$ cat config.mk
export PLATFORM = sky130hd
export DESIGN_NAME = irq_status_bank
export DESIGN_NICKNAME = d
export VERILOG_FILES = /design/src/rtl/irqbank_pkg.sv /design/src/rtl/irqbank_decode.sv /design/src/rtl/irqbank_srcbank.sv /design/src/rtl/irq_status_bank.sv
export SDC_FILE = /design/constraint.sdc
export NUM_CORES = 1
export LEC_CHECK = 0
export ABC_AREA = 1
export BUFFER_PORTS_ARGS = -buffer_cell sky130_fd_sc_hd__buf_4
export CAP_MARGIN = 15
export CORE_MARGIN = 2
export CORE_UTILIZATION = 54
export CTS_BUF_LIST = sky130_fd_sc_hd__clkbuf_2 sky130_fd_sc_hd__clkbuf_4 sky130_fd_sc_hd__clkbuf_8
export CTS_CLUSTER_DIAMETER = 120
export DETAILED_ROUTE_END_ITERATION = 16
export GPL_TIMING_DRIVEN = 0
export PLACE_DENSITY = 0.79
export SLEW_MARGIN = 20
export SYNTH_ARGS = -nofsm -noshare
export SYNTH_HDL_FRONTEND = slang
export SYNTH_HIERARCHICAL = 1
export SYNTH_SLANG_ARGS = --single-unit
$ cat constraint.sdc
create_clock -name clk -period 1.8 [get_ports clk]
set_input_delay 0.18 -clock clk [delete_from_list [all_inputs] [get_ports clk]]
set_output_delay 0.18 -clock clk [all_outputs]
set_load 0.005 [all_outputs]
$ cat src/rtl/irqbank_pkg.sv
// Package: shared constants and the register-select type for the
// interrupt status bank. Assumes an 8-bit host address space.
package irqbank_pkg;

    // Register addresses on the host port.
    localparam logic [7:0] MAIN_REG_ADDR = 8'h60;
    localparam logic [7:0] AUX_REG_ADDR  = 8'h61;

    // Fixed bit positions inside the main register (neighbours decode them).
    localparam int SUM_BIT = 0;   // auxiliary summary
    localparam int CHG_BIT = 1;   // channel change, always visible

    // Which register an access addresses.
    typedef enum logic [1:0] {
        SEL_NONE = 2'd0,
        SEL_MAIN = 2'd1,
        SEL_AUX  = 2'd2
    } reg_sel_t;

endpackage

$ cat src/rtl/irqbank_decode.sv
// Module: irqbank_decode
// Turns the host address and strobes into per-register read and write
// enables. Assumes the strobes are already synchronous to clk.
module irqbank_decode #(
    parameter int          ADDR_W    = 8,
    parameter logic [7:0]  MAIN_ADDR = irqbank_pkg::MAIN_REG_ADDR,
    parameter logic [7:0]  AUX_ADDR  = irqbank_pkg::AUX_REG_ADDR
) (
    input  logic [ADDR_W-1:0] addr_i,
    input  logic              rd_i,
    input  logic              wr_i,
    output irqbank_pkg::reg_sel_t sel_o,
    output logic              main_rd_o,
    output logic              main_wr_o,
    output logic              aux_rd_o,
    output logic              aux_wr_o
);
    import irqbank_pkg::*;

    localparam logic [ADDR_W-1:0] MAIN_A = ADDR_W'(MAIN_ADDR);
    localparam logic [ADDR_W-1:0] AUX_A  = ADDR_W'(AUX_ADDR);

    // Address match to register select.
    always_comb begin
        if (addr_i == MAIN_A)      sel_o = SEL_MAIN;
        else if (addr_i == AUX_A)  sel_o = SEL_AUX;
        else                       sel_o = SEL_NONE;
    end

    // Qualify strobes with the select.
    always_comb begin
        main_rd_o = rd_i && (sel_o == SEL_MAIN);
        main_wr_o = wr_i && (sel_o == SEL_MAIN);
        aux_rd_o  = rd_i && (sel_o == SEL_AUX);
        aux_wr_o  = wr_i && (sel_o == SEL_AUX);
    end

endmodule

$ cat src/rtl/irqbank_srcbank.sv
// Module: irqbank_srcbank
// One group of latched event bits with its mask. Events are single-cycle
// pulses. A read clears only the visible bits; bits flagged in ALWAYS_VIS
// stay visible while masked. Reset is synchronous, active low.
module irqbank_srcbank #(
    parameter int           W          = 4,
    parameter logic [W-1:0] ALWAYS_VIS = '0
) (
    input  logic         clk,
    input  logic         rst_n,
    input  logic [W-1:0] evt_i,
    input  logic         rd_clr_i,
    input  logic         mask_wr_i,
    input  logic [W-1:0] mask_d_i,
    output logic [W-1:0] vis_o,
    output logic         act_nxt_o
);
    logic [W-1:0] lat_q, lat_d;
    logic [W-1:0] mask_q, mask_d;

    // Visible bits: unmasked, or flagged as always shown.
    assign vis_o = lat_q & (~mask_q | ALWAYS_VIS);

    // Per-bit next-state: clear what the read returned, then add new events.
    for (genvar b = 0; b < W; b++) begin : g_bit
        always_comb begin
            lat_d[b] = (lat_q[b] & ~(rd_clr_i & vis_o[b])) | evt_i[b];
        end
    end

    // Mask next-state from host write.
    assign mask_d = mask_wr_i ? mask_d_i : mask_q;

    // Any source that will be latched and unmasked after this edge.
    assign act_nxt_o = |(lat_d & ~mask_d);

    // State registers; masks reset disabled.
    always_ff @(posedge clk) begin
        if (!rst_n) begin
            lat_q  <= '0;
            mask_q <= '1;
        end else begin
            lat_q  <= lat_d;
            mask_q <= mask_d;
        end
    end

    // every pulsed event is latched on the next edge.
    a_r3_evt_latched: assert property (@(posedge clk) disable iff (!rst_n)
        (|evt_i) |=> ((lat_q & $past(evt_i)) == $past(evt_i)));

    // with no read, no latched bit is lost.
    a_r8_hold_without_read: assert property (@(posedge clk) disable iff (!rst_n)
        !rd_clr_i |=> ((lat_q & $past(lat_q)) == $past(lat_q)));

    // masked, hidden bits survive a read.
    a_r4_masked_survives_read: assert property (@(posedge clk) disable iff (!rst_n)
        rd_clr_i |=> ((lat_q & $past(lat_q & mask_q & ~ALWAYS_VIS))
                      == $past(lat_q & mask_q & ~ALWAYS_VIS)));

endmodule

$ cat src/rtl/irq_status_bank.sv
// Module: irq_status_bank (top)
// Main and auxiliary interrupt status registers with masks, clear-on-read
// host access and one level interrupt. Main bit 0 summarises unmasked
// auxiliary bits; main bit 1 (channel change) is always visible.
// Assumes single-cycle event pulses and one-cycle read strobes.
module irq_status_bank #(
    parameter int          DATA_W    = 8,
    parameter int          ADDR_W    = 8,
    parameter int          AUX_W     = 4,
    parameter logic [7:0]  MAIN_ADDR = irqbank_pkg::MAIN_REG_ADDR,
    parameter logic [7:0]  AUX_ADDR  = irqbank_pkg::AUX_REG_ADDR
) (
    input  logic              clk,
    input  logic              rst_n,
    input  logic [ADDR_W-1:0] addr_i,
    input  logic [DATA_W-1:0] wr_data_i,
    input  logic              rd_i,
    input  logic              wr_i,
    input  logic [DATA_W-2:0] main_evt_i,
    input  logic [AUX_W-1:0]  aux_evt_i,
    output logic [DATA_W-1:0] rd_data_o,
    output logic              irq_o
);
    import irqbank_pkg::*;

    localparam int MAIN_EW = DATA_W - 1;
    localparam logic [MAIN_EW-1:0] MAIN_ALWAYS =
        MAIN_EW'(1) << (CHG_BIT - 1);

    reg_sel_t            sel;
    logic                main_rd, main_wr, aux_rd, aux_wr;
    logic [MAIN_EW-1:0]  main_vis;
    logic [AUX_W-1:0]    aux_vis;
    logic                main_act_nxt, aux_act_nxt;
    logic                sum_mask_q, sum_mask_d;
    logic                sum_vis;
    logic [DATA_W-1:0]   main_word, aux_word;
    logic [DATA_W-1:0]   rdata_q;
    logic                irq_q;

    irqbank_decode #(
        .ADDR_W(ADDR_W), .MAIN_ADDR(MAIN_ADDR), .AUX_ADDR(AUX_ADDR)
    ) u_dec (
        .addr_i(addr_i), .rd_i(rd_i), .wr_i(wr_i), .sel_o(sel),
        .main_rd_o(main_rd), .main_wr_o(main_wr),
        .aux_rd_o(aux_rd), .aux_wr_o(aux_wr)
    );

    irqbank_srcbank #(.W(MAIN_EW), .ALWAYS_VIS(MAIN_ALWAYS)) u_main (
        .clk(clk), .rst_n(rst_n), .evt_i(main_evt_i),
        .rd_clr_i(main_rd), .mask_wr_i(main_wr),
        .mask_d_i(wr_data_i[DATA_W-1:1]),
        .vis_o(main_vis), .act_nxt_o(main_act_nxt)
    );

    irqbank_srcbank #(.W(AUX_W), .ALWAYS_VIS('0)) u_aux (
        .clk(clk), .rst_n(rst_n), .evt_i(aux_evt_i),
        .rd_clr_i(aux_rd), .mask_wr_i(aux_wr),
        .mask_d_i(wr_data_i[AUX_W-1:0]),
        .vis_o(aux_vis), .act_nxt_o(aux_act_nxt)
    );

    // Summary mask bit lives beside the main bank's mask.
    assign sum_mask_d = main_wr ? wr_data_i[SUM_BIT] : sum_mask_q;

    // Summary bit as shown in the main register.
    assign sum_vis = (|aux_vis) & ~sum_mask_q;

    // Assemble the readable words.
    assign main_word = {main_vis, sum_vis};
    assign aux_word  = {{(DATA_W-AUX_W){1'b0}}, aux_vis};

    // Summary mask, read data and interrupt registers.
    always_ff @(posedge clk) begin
        if (!rst_n) begin
            sum_mask_q <= 1'b1;
            rdata_q    <= '0;
            irq_q      <= 1'b0;
        end else begin
            sum_mask_q <= sum_mask_d;
            if (rd_i) begin
                case (sel)
                    SEL_MAIN: rdata_q <= main_word;
                    SEL_AUX:  rdata_q <= aux_word;
                    default:  rdata_q <= '0;
                endcase
            end
            irq_q <= main_act_nxt | (aux_act_nxt & ~sum_mask_d);
        end
    end

    assign rd_data_o = rdata_q;
    assign irq_o     = irq_q;

    // interrupt is low on the first cycle after reset.
    a_r1_irq_low_after_reset: assert property (@(posedge clk) disable iff (!rst_n)
        !$past(rst_n) |-> !irq_o);

    // read data holds while no read is strobed.
    a_r3_rdata_holds: assert property (@(posedge clk) disable iff (!rst_n)
        !rd_i |=> $stable(rd_data_o));

    // a main read never drops the auxiliary pending state.
    a_r7_sum_survives_main_read: assert property (@(posedge clk) disable iff (!rst_n)
        (main_rd && (|aux_vis) && !aux_wr) |=> (|aux_vis));

    // strobes never address both registers.
    a_r10_one_target: assert property (@(posedge clk) disable iff (!rst_n)
        $onehot0({main_rd, aux_rd}));

endmodule

* Yosys cells after proc, flatten, opt, wreduce, memory -nomap -nowiden *
Index checks and enable logic that the tools add are counted.

storage, ports and cells
  register bits after elaboration = 32
  latch bits = 0
  RAM bits = 0
  memory bits (read-only) = 0
  input bits = 31
  logic and storage cells = 81
  memories kept = 0

operators by class
  add/subtract/negate cells = 0
  $mul = 0
  divide/modulo/power cells = 0
  magnitude comparators = 0
  equal/unequal tests = 4
  shift operators = 0
  mux-type cells = 6
  bitwise operators = 57
  reductions and logical operators = 7

operators by type and width
  kind                count
  $and 1x1->1         24
  $eq 8x7->1 const B  2
  $pmux 8 s2          1
  $and 7x7->7         2
  $not 7->7           2
  $not 1->1           13
  $or 1x1->1          12
  $and 4x4->4         2
  $not 4->4           2
  $reduce_or 4->1     2
  $mux 7              1
  $reduce_or 7->1     1
  $logic_and 1x1->1   4
  $mux 2              2
  $mux 4              1
  $eq 2x1->1 const B  1
  $eq 2x2->1 const B  1
  $mux 1              1

* Logic depth before layout (Yosys ltp) *
  word-level depth = 13
  gate-level depth with buffers = 15
  mapped depth without buffers = 14

* Hierarchy *
Netlist, hierarchy kept.

modules (own cells, without submodules)
  module                    instances  cells each  area each (µm²)  seq. area each (µm²)
  irqbank_srcbank (u_main)  1          105         663.1            280.3
  irq_status_bank           1          64          456.7            200.2
  irqbank_srcbank (u_aux)   1          64          389.1            160.2
  irqbank_decode            1          24          92.6             0.0

* Worst setup path after synthesis *
Ideal clock, no wire load.

  kind = input port to flip-flop
  start point = input port addr_i[2]
  end point = register irq_q, in the netlist irq_o
  arrival = 1.310 ns
  required time = 1.687 ns
  path slack = 0.377 ns
  cell stages on the path = 15
  cells stage by stage = inv_1 -> nand2_1 -> nor2_1 -> nand2_1 -> nor2_1 -> inv_2 -> buf_6 -> nand2_2 -> o21ai_2 -> nand2_1 -> nand2_1 -> nor2_2 -> nand2_1 -> nand2_1 -> nand2_1

between the ends
  elaborated cells between the ends (all ways) = 66
  classes of those cells = eq/ne (4); mux (5); bitwise (51); reduce/logical (6)

RTL lines
  what                    line                   text
  start: declaration      irq_status_bank.sv:15  input logic [ADDR_W-1:0] addr_i,
  $eq 8x7->1              irqbank_decode.sv:26   else if (addr_i == AUX_A) sel_o = SEL_AUX;
  $mux 2                  irqbank_decode.sv:26
  $mux 2 *                irqbank_decode.sv:25   if (addr_i == MAIN_A) sel_o = SEL_MAIN;
  $eq 2x1->1 *            irqbank_decode.sv:33   main_wr_o = wr_i && (sel_o == SEL_MAIN);
  $logic_and 1x1->1 *     irqbank_decode.sv:33
  named net main_wr       irq_status_bank.sv:31  logic main_rd, main_wr, aux_rd, aux_wr;
  $mux 7 *                irqbank_srcbank.sv:32  assign mask_d = mask_wr_i ? mask_d_i : mask_q;
  $not 7->7 *             irqbank_srcbank.sv:35  assign act_nxt_o = |(lat_d & ~mask_d);
  $and 7x7->7 *           irqbank_srcbank.sv:35
  $reduce_or 7->1 *       irqbank_srcbank.sv:35
  named net main_act_nxt  irq_status_bank.sv:34  logic main_act_nxt, aux_act_nxt;
  $or 1x1->1 *            irq_status_bank.sv:88  irq_q <= main_act_nxt | (aux_act_nxt & ~sum_mask_d);
  end signal: assignment  irq_status_bank.sv:88
  end: declaration        irq_status_bank.sv:39  logic irq_q;

The timed path passes the listed nets; every way through them passes the cells marked *.
A chain may end at the register's enable or synchronous reset.

* Worst setup path after layout *
Ends and elaborated chain as after synthesis.

==> qor_table.md <==
| Result | This run |
|---|---|
| Maximum number of pins on one net before global-route repair | 11 |
| Max Fanout on Critical Path | 10 |
| Clock tree from TritonCTS | built |
| Synth Net Count | 290 |
| Library cell occupying the most area in the post-synthesis netlist | dfxtp_1 |
| Final total negative setup slack | 0 ns |
| Total power per unit cell area | 656 nW/um^2 |
| Detailed-placement wirelength estimate | 2570 microns |
| Worst min-delay path class | in -> reg |
| Total clock sinks | 32 |
| Req. time, crit path | 2.02 ns |
| Final weighted congestion of routability-driven global placement | 0.756 |
| Buffer cell driving the clock tree root | clkbuf_4 |
| Status | finished clean |
| Number of library cell types mapped by synthesis | 21 |
| Clock buffer count from CTS | 5 |
| Endpoint type of the worst setup path | flip-flop |
| Multi-input gate area in the final layout | 728 sq um |
| Clock latency at the later pin of the worst-skew pair | 0.32 ns |
| Die area | 3420 sq um |
| Non-filler cells in the finished layout | 334 |
| H-tree level count | 2 |
| Maximum capacitance violations | 0 |
| Final count of negative-setup-slack endpoints | 0 |
| Chip Width | 58.5 microns |
| Number of warnings printed during yosys synthesis | 6 |
| Most common cell after layout, fill and taps aside | nand2_1 |
| Buffers inserted during post-CTS setup optimization | 0 |
| Maximum buffer depth of the clock tree | 2 |
| Buffers added on ports | 39 |
| Static Leakage | 1.10 nW |
| Wirelength per Cell | 9.75 microns |
| Starting DRC count in detailed routing | 65 |
| Min Tclk post-route | 1.51 ns |
| Combinational family with the most area after synthesis | simple AND/OR/NAND/NOR gates |
| Nature of the critical path startpoint | input port |
| First-pass GRT wire length | 5530 microns |
| Post-detailed-route DRC marker count | 0 |
| Number of placed instances with taps included | 327 |
| Final Routed Wirelength | 3260 microns |
| Post-Synth Simple-Gate Area | 33.0% |
| Post-synthesis instance total | 257 |
| Rows | 19 |
| Vias in the first global route | 1395 |
| Highest achievable clock rate | 663 MHz |
| Average cell area after synthesis | 6.23 sq um |
| Highest ir drop seen on vdd | 0.000588 V |
| Grt total ovfl | 0 |
| Core Region | 2780 sq um |
| Remaining number of nets flagged by the antenna check after routing | 0 |
| Share of cell area taken by muxes after synthesis | 0% |
| Setup repair after global routing missed its margin | false |
| Pwr Total | 0.00131 W |
| Final hold violations | 0 |
| Fraction of the yosys area taken by sequential cells | 40.0% |
| Critical path class | in -> reg |
| Clk pin slew, worst setup/hold paths | 0.09 ns |
| Overall die height | 58.5 microns |
| #FFs+latches synth | 32 |
| Number of max-slew violations in the final report | 0 |
| Post-CTS sizing | 0 |
| Initial core utilization | 57.6% |
| Syn Std Cell Area | 1600 sq um |
| Number of top-level pins | 40 |
| Area share of the largest cell type after synthesis | 40.0% |
| Synthesis-to-layout area growth | 24.8% |
| Per-cell via count in the routed design | 4.68 |
| Most area-consuming cells after synthesis | dfxtp_1 40%, nand2_1 24%, inv_1 12%, a21oi_1 6.3%, nor2_1 4.7% |
| Hold_ws | 0.0682 ns |
| Number of inserted diodes | 0 |
| Storage cell area | 641 sq um |
| Initial antenna violation count | 0 |
| Proportion of layout cells with a drive suffix above 1 | 20.1% |
| Post-CTS Hold Buffers | 0 |
| Final Net Count | 336 |
| WP data arrival | 1.73 ns |
| Worst rel slew slack | 63.2% |
| Pin slew with the least headroom to its limit | 0.550 ns |
| Setup slack, reg-to-reg | 0.72 ns |
| Total vias in the final route | 1564 |
| Final clock period utilization by the worst path | 83.7% |
| Synth Area in Adders | 1.56% |
| DR pass1 iterations | 4 |
| XOR/XNOR Fraction of Synth Area | 0% |
| Fraction of the mapped netlist area in compound gates | 10.9% |
| Total Routing Usage GR | 21.3% |
| Layout filler cell count | 278 |
| Worst-case clock skew | 0.00196 ns |
| Leading cell types in the layout, fill and taps excluded | 102 x nand2_1, 50 x inv_1, 40 x buf_4 |
==> logic make-up (layout without fill, tap and decap cells) <==
family                   after synthesis  after routing
adder cells (fa/ha/maj)                2              2
AND/OR/NAND/NOR                      133            133
flip-flops                            32             32
AO/OA/AOI/OAI                         32             32
buffers and inverters                 58            104
==> synth_stat cells (all sizes together) <==
library cell  instances
dfxtp                32
ha                    2
buf                   4
o21a                  3
nand2               103
a21oi                21
nor2                 23
o21ai                 8
inv                  53
nand3                 7
clkbuf                1
==> state kept, by name, indices dropped and copies added (netlist names) <==
| name | count |
|---|---|
| u_aux/mask_q | 4 |
| irq_o | 1 |
| sum_mask_q | 1 |
| u_main/lat_q | 7 |
| u_main/mask_q | 7 |
| rd_data_o | 8 |
| u_aux/lat_q | 4 |
==> power breakdown <==
| part | switching, W | total, W | internal [W] |
|---|---|---|---|
| registers | 0.00000848 | 0.000734 | 0.000726 |
| clock network | 0.000227 | 0.000448 | 0.000221 |
| logic | 0.0000627 | 0.000128 | 0.0000656 |
| total | 0.000298 | 0.00131 | 0.00101 |
==> area by class of cell <==
cell class,instances,share of cell area (%)
multi-input combinational,167,36.4
sequential,32,32.1
timing repair buffer,39,14.7
inverter,53,9.96
clock buffer,7,3.26
tap,31,1.94
buffer,5,1.69
==> per-layer routing <==
metal / vias up / track usage (%) / wire length, microns
met2: 32 / 36.4 / 1550
li1: 848 / - / -
met3: 2 / 5.93 / 178
met5: - / 0 / 0
met1: 682 / 26.3 / 1510
met4: 0 / 5.98 / 21
==> through the flow <==
| stage | utilization (%) | setup slack (ns) | area (sq um) |
|---|---|---|---|
| final | 71.8 | 0.293 | 2000 |
| after CTS | 71.8 | 0.311 | 2000 |
| after global placement | 69.5 | -0.0112 | 1930 |
| after global routing | 71.8 | 0.0606 | 2000 |
| after floorplan | - | 0.377 | 1600 |
| after detailed placement | 69.5 | -0.0312 | 1930 |
==> path summary, 6_finish.rpt <==
path                                  startpoint               end  depth (start not counted)
worst max-delay path                   addr_i[2]             irq_o                         16
worst min-delay path                wr_data_i[4]  u_main/mask_q[3]                          3
worst max register to register  u_main/mask_q[3]             irq_o                         10
worst min register to register      rd_data_o[1]      rd_data_o[1]                          2
==> worst max-delay path, stage by stage <==
cell and delay, ns:
buf_4 0.10, inv_1 0.04, nand2_1 0.06, nor2_1 0.09, nand2_1 0.10, nor2_1 0.38
inv_2 0.08, buf_6 0.16, nand2_1 0.07, o21ai_1 0.08, nand2_1 0.08, nand2_1 0.06
nor2_2 0.08, nand2_1 0.06, nand2_1 0.06, nand2_1 0.05
Power figures use the tool's default switching activity.
